==> src/rtl/oc_guard_pkg.sv <==
package oc_guard_pkg;

    typedef enum logic [1:0] {
        FG_CLEAR    = 2'd0,
        FG_TRIPPED  = 2'd1,
        FG_COUNTING = 2'd2
    } fg_state_e;

    function automatic int unsigned blank_width(input int unsigned cycles);
        return (cycles < 1) ? 1 : $clog2(cycles + 1);
    endfunction

endpackage

==> src/rtl/oc_blank_window.sv <==
module oc_blank_window #(
    parameter int unsigned BLANK_CYCLES = 4
) (
    input  logic clk_i,
    input  logic rst_ni,
    input  logic sw_edge_i,
    output logic blank_o
);
    import oc_guard_pkg::*;

    localparam int unsigned BW = blank_width(BLANK_CYCLES);
    localparam logic [BW-1:0] LOAD = BW'(BLANK_CYCLES);

    typedef struct packed {
        logic [BW-1:0] left;
    } blank_t;

    blank_t st_d, st_q;

    always_comb begin
        st_d = st_q;
        if (sw_edge_i) begin
            st_d.left = LOAD;
        end else if (st_q.left != '0) begin
            st_d.left = st_q.left - BW'(1);
        end
    end

    always_ff @(posedge clk_i or negedge rst_ni) begin
        if (!rst_ni) begin
            st_q <= '0;
        end else begin
            st_q <= st_d;
        end
    end

    assign blank_o = sw_edge_i || (st_q.left != '0);

endmodule

==> src/rtl/oc_clear_timer.sv <==
module oc_clear_timer #(
    parameter int unsigned CNT_W = 24
) (
    input  logic             clk_i,
    input  logic             rst_ni,
    input  logic             trip_i,
    input  logic [CNT_W-1:0] delay_i,
    output logic             latched_o
);
    import oc_guard_pkg::*;

    typedef struct packed {
        fg_state_e        state;
        logic [CNT_W-1:0] cnt;
    } timer_t;

    timer_t st_d, st_q;

    always_comb begin
        st_d = st_q;
        if (trip_i) begin
            st_d.state = FG_TRIPPED;
            st_d.cnt   = delay_i;
        end else begin
            case (st_q.state)
                FG_TRIPPED, FG_COUNTING: begin
                    if (st_q.cnt <= CNT_W'(1)) begin
                        st_d.state = FG_CLEAR;
                        st_d.cnt   = '0;
                    end else begin
                        st_d.state = FG_COUNTING;
                        st_d.cnt   = st_q.cnt - CNT_W'(1);
                    end
                end
                default: begin
                    st_d.state = FG_CLEAR;
                    st_d.cnt   = '0;
                end
            endcase
        end
    end

    always_ff @(posedge clk_i or negedge rst_ni) begin
        if (!rst_ni) begin
            st_q <= '{state: FG_CLEAR, cnt: '0};
        end else begin
            st_q <= st_d;
        end
    end

    assign latched_o = (st_q.state != FG_CLEAR);

endmodule

==> src/rtl/oc_fault_guard.sv <==
module oc_fault_guard #(
    parameter int unsigned BLANK_CYCLES = 4,
    parameter int unsigned CNT_W        = 24
) (
    input  logic             clk_i,
    input  logic             rst_ni,
    input  logic             oc_trip_i,
    input  logic             uv_i,
    input  logic             sw_edge_i,
    input  logic [CNT_W-1:0] clr_delay_i,
    output logic             fault_no,
    output logic             shutdown_o
);
    logic blank;
    logic trip_ok;
    logic fault_latched;

    oc_blank_window #(
        .BLANK_CYCLES(BLANK_CYCLES)
    ) u_blank (
        .clk_i    (clk_i),
        .rst_ni   (rst_ni),
        .sw_edge_i(sw_edge_i),
        .blank_o  (blank)
    );

    assign trip_ok = oc_trip_i && !blank;

    oc_clear_timer #(
        .CNT_W(CNT_W)
    ) u_timer (
        .clk_i    (clk_i),
        .rst_ni   (rst_ni),
        .trip_i   (trip_ok),
        .delay_i  (clr_delay_i),
        .latched_o(fault_latched)
    );

    assign shutdown_o = fault_latched || uv_i;
    assign fault_no   = !(fault_latched || uv_i);

endmodule

==> config.mk <==
export PLATFORM = sky130hd
export DESIGN_NAME = oc_fault_guard
export DESIGN_NICKNAME = d
export VERILOG_FILES = /design/src/rtl/oc_guard_pkg.sv /design/src/rtl/oc_blank_window.sv /design/src/rtl/oc_clear_timer.sv /design/src/rtl/oc_fault_guard.sv
export SDC_FILE = /design/constraint.sdc
export NUM_CORES = 1
export LEC_CHECK = 0
export BUFFER_PORTS_ARGS = -buffer_cell sky130_fd_sc_hd__buf_2
export CORE_UTILIZATION = 25
export CTS_CLUSTER_DIAMETER = 30
export DETAILED_ROUTE_END_ITERATION = 7
export GPL_ROUTABILITY_DRIVEN = 0
export MAX_ROUTING_LAYER = met4
export PLACE_DENSITY = 0.5
export SYNTH_ARGS = -nofsm -noshare
export SYNTH_HDL_FRONTEND = slang
export SYNTH_HIERARCHICAL = 1
export SYNTH_SLANG_ARGS = --single-unit
==> constraint.sdc <==
create_clock -name clk_i -period 5.17 [get_ports clk_i]
set_input_delay 0.517 -clock clk_i [delete_from_list [all_inputs] [get_ports clk_i]]
set_output_delay 0.517 -clock clk_i [all_outputs]
set_load 0.005 [all_outputs]
# Yosys cells after proc, flatten, opt, wreduce, memory -nomap -nowiden
# Index checks and enable logic that the tools add are counted.
op_classes:
  n_addsub: 2
  magnitude_cmp: 1
  eq_ne: 2
  mux: 5
  reduce_logical: 9
ops:
  columns: ["op", "n"]
  rows:
  - ["26-bit two-way mux", 3]
  - ["24-bit by 1-bit <= comparator with 1-bit output, second input constant", 1]
  - ["24-bit by 1-bit subtractor with 24-bit output, second input constant", 1]
  - ["3-bit two-way mux", 2]
  - ["2-bit nonzero test", 2]
  - ["3-bit nonzero test", 1]
  - ["3-bit by 1-bit subtractor with 3-bit output, second input constant", 1]
  - ["2-bit by 1-bit == test with 1-bit output, second input constant", 1]
  - ["2-bit == test, second input constant", 1]
  - ["1-bit zero test", 2]
  - ["1-bit logical OR", 2]
  - ["2-bit OR reduction", 1]
  - ["1-bit logical AND", 1]
word_totals:
  register_bits: 29
  output_inout_bits: 2
  wordCells: 22

# Logic depth before layout (Yosys ltp)
logic_depth:
  depth_word: 5
  mapped_depth: 9
  ltp_nobuf: 7

# Cells and area by module
# Netlist, hierarchy kept.
modules_own_cells:
  columns: ["module", "instances", "cells_per_inst", "area_per_inst_um2", "seq_area_each_um2"]
  rows:
  - ["oc_clear_timer", 1, 155, 1537.7, 650.6]
  - ["oc_blank_window", 1, 17, 186.4, 75.1]
  - ["oc_fault_guard", 1, 3, 16.3, 0.0]

# Worst setup path before layout
# Ideal clock, no wire load.
synth_timing:
  path_kind: "flip-flop to flip-flop"
  start: "register u_timer/st_q[5] in the netlist's numbering"
  end: "register u_timer/st_q[20] in the netlist's numbering"
  arrival_ns: 1.852
  slack_ns: 3.180
  path_stages_with_launch: 7
  path_buffers: 1
  period_less_slack_ns: 1.990
  cell_sequence: "dfrtp_1 -> or4_4 -> nor4_4 -> nand4b_2 -> o21ai_4 -> buf_6 -> o31ai_2"
synth_rtl:
  columns: ["item", "line_no", "text"]
  rows:
  - ["start: declaration", "oc_clear_timer.sv:17", "timer_t st_d, st_q;"]
  - ["start signal: assignment", "oc_clear_timer.sv:45", "st_q <= '{state: FG_CLEAR, cnt: '0};"]
  - ["start signal: assignment", "oc_clear_timer.sv:47", "st_q <= st_d;"]

==> results_dict.tcl <==
set metrics [dict create \
    drcViolationCount 0 \
    numCtsBuffers 5 \
    drive_gt1_frac 0.268 \
    num_rows 30 \
    port_buffers 30 \
    ys_ff_latch 29 \
    cts_resized 0 \
    hpwl_mm 2.47 \
    drv_slew 0 \
    p_leak_nw 0.961 \
    worstSkewPairLatency_ns 0.28 \
    fin_crit_ns 2.50 \
    p_seq_frac 0.226 \
    reg2regPathDepth 5 \
    cts_hold_buf 0 \
    vias 1312 \
    start_util 0.258 \
    grt_usage 0.114 \
    arrival_ns 2.61 \
    outcome "completed" \
    finalPower_w 0.00171 \
    nets 238 \
    htreeDepth 2 \
    grt_pass1_wl_mm 6.18 \
    max_slew_margin 0.241 \
    required_ns 5.28 \
    rsz0062_at_grt "no" \
    dpl-instance-area_mm2 0.00195 \
    viasPerCell 4.60 \
    dieArea_mm2 0.00730 \
    grt_max_degree 51 \
    p_comb_frac 0.632 \
    crit_path_end_kind "register" \
    syn_area_per_cell_um2 9.95 \
    ys_seq_area_frac 0.417 \
    clk_pin_slew_ns 0.06 \
    regToRegSetupSlack_ns 2.67 \
    max-vdd-ir-drop_mv 0.196 \
    final_cell_mix "buf_2 (30), dfrtp_1 (29), nand2_1 (27)" \
    ios 31 \
    postCtsSetupRepairBufs 0 \
    n_fill_cell 709 \
    die_h_um 85.4 \
    fmax_mhz 400 \
    syn_to_final_growth_pct 18.9 \
    synth_nets 209 \
    cp_max_fo 25 \
    clkSinkCount 29 \
    synth_cells 175 \
    r2r-start "u_timer/st_q[9]" \
    clk_path_buf_depth 2 \
    finalSetupViolCount 0 \
    critPathLaunchType "register" \
    post-route-cell-area_mm2 0.00207 \
    yosysWarnings 6 \
    tightest_slew_ns 1.14 \
    first_pass_iters 4 \
    syn-cell-area_mm2 0.00174 \
    maxCapViolCount 0 \
    diodes 0 \
    gr-total-overflow 0 \
    r2r-end "u_timer/st_q[14]" \
    grt_pass1_vias 1303 \
    dr.first_iter.drc_count 57 \
    path_class "register to register" \
    wl_per_cell_um 12.6 \
    p_sw_w 0.000783 \
    tns_ns 0 \
    antenna_left 0 \
    hp-class "primary input to async pin" \
    die_w_um 85.4 \
    cts_tree "built" \
    grt_antenna_before_repair 0 \
    layout.cells.most_common "buf_2" \
    switching_share 0.457 \
    clkPwrFrac 0.141 \
    powerDensity_mw_per_mm2 828 \
    hold_viol 0 \
    whs_ns 0.269 \
    fin_crit_sh 0.484 \
    fin_skew_ns 0.00453 \
    synthDistinctLibCells 36 \
    cts-root-buf "clkbuf_8" \
    p_int_w 0.000931 \
    finalWirelength_mm 3.58 \
    core_area_mm2 0.00676 \
]
==> metal layers <==
metal  vias up  routed length, um  GRT usage
met5         -                  0          -
met4         0                 48     0.0500
met3         5                188     0.0331
met2        29               1650      0.169
met1       606               1700      0.143
li1        672                  -          -
==> logic make-up after synthesis <==
group                      Yosys count  share of synthesized area
buffers and inverters               15                     0.0410
and+or+nand+nor                     74                      0.233
muxes                                1                    0.00862
DFF                                 29                      0.417
adders and majority gates            5                     0.0359
AOI/OAI and AO/OA                   31                      0.164
xor gates and xnor gates            20                      0.101
==> power groups by stage <==
stage / clock [W] / sequential, W / combinational [W]
floorplan: 0 / 0.000374 / 0.000943
global placement: 0 / 0.000392 / 0.00109
detailed placement: 0 / 0.000391 / 0.00110
CTS: 0.000251 / 0.000388 / 0.00111
global route: 0.000257 / 0.000403 / 0.00121
finish: 0.000242 / 0.000388 / 0.00108
==> synthesized netlist by cell type <==
cell       n  area (um^2)
nand4b_1   2         17.5
nor4_2     1         12.5
nand4_1    1         6.26
nor3_1     6         30.0
nand2b_4   1         13.8
o21ai_2    1         8.76
a21o_1     1         7.51
or3_1      2         12.5
nor2b_1    3         18.8
or4_1      2         15.0
or4_4      1         11.3
buf_6      2         22.5
o21ai_0    1         5.00
nand4b_2   1         15.0
a211oi_1   1         7.51
o41a_1     1         11.3
ha_1       5         62.6
o31ai_2    8          100
or3b_1     1         8.76
a211o_1    1         8.76
o31ai_1   16          120
nor4_1     1         6.26
clkbuf_1   6         22.5
dfrtp_1   29          726
mux2_4     1         15.0
nand3_1    5         25.0
or2_1      3         18.8
o21ai_4    1         16.3
nor2_1    14         52.6
nand2_1   27          101
nor3b_1    1         7.51
nor2_4     1         11.3
nor4_4     1         21.3
xnor2_1    8         70.1
inv_1      7         26.3
xor2_1    12          105
==> worst max-delay path, cell delays in order, from the launching register on <==
cell      delay (ns)
dfrtp_1         0.41
or4_1           0.64
nor2_4          0.25
nand4b_2        0.16
o21ai_4         0.70
o31ai_1         0.17
==> worst max-delay path by stage <==
stage,from,end,slack [ns],depth (start not counted)
after floorplan,u_timer/st_q[5],u_timer/st_q[20],3.18,6
after global placement,u_timer/st_q[9],u_timer/st_q[7],2.70,5
after detailed placement,u_timer/st_q[9],u_timer/st_q[17],2.62,5
after CTS,u_timer/st_q[9],u_timer/st_q[14],2.63,5
after global routing,u_timer/st_q[9],u_timer/st_q[17],2.46,5
final,u_timer/st_q[9],u_timer/st_q[14],2.67,5
==> flip-flops by register name (all words and copies together) (netlist names) <==
register / count
u_blank/st_q: 3
u_timer/st_q: 26
==> through the flow <==
stage                      util  worst slack, ns  cells
final                     0.306             2.67    285
after detailed placement  0.289             2.62    277
after global routing      0.306             2.46    285
after global placement    0.289             2.70    277
after floorplan               -             3.18    175
after CTS                 0.306             2.63    285
==> layout make-up <==
type	count	area [um^2]	area share
clock buffer	7	86.3	0.0417
clock inverter	1	30.0	0.0145
inverter	7	26.3	0.0127
multi-input combinational	131	951	0.459
sequential	29	726	0.351
tap	80	100	0.0484
timing repair buffer	30	150	0.0726
No activity file was read; power rests on OpenSTA's default activity.
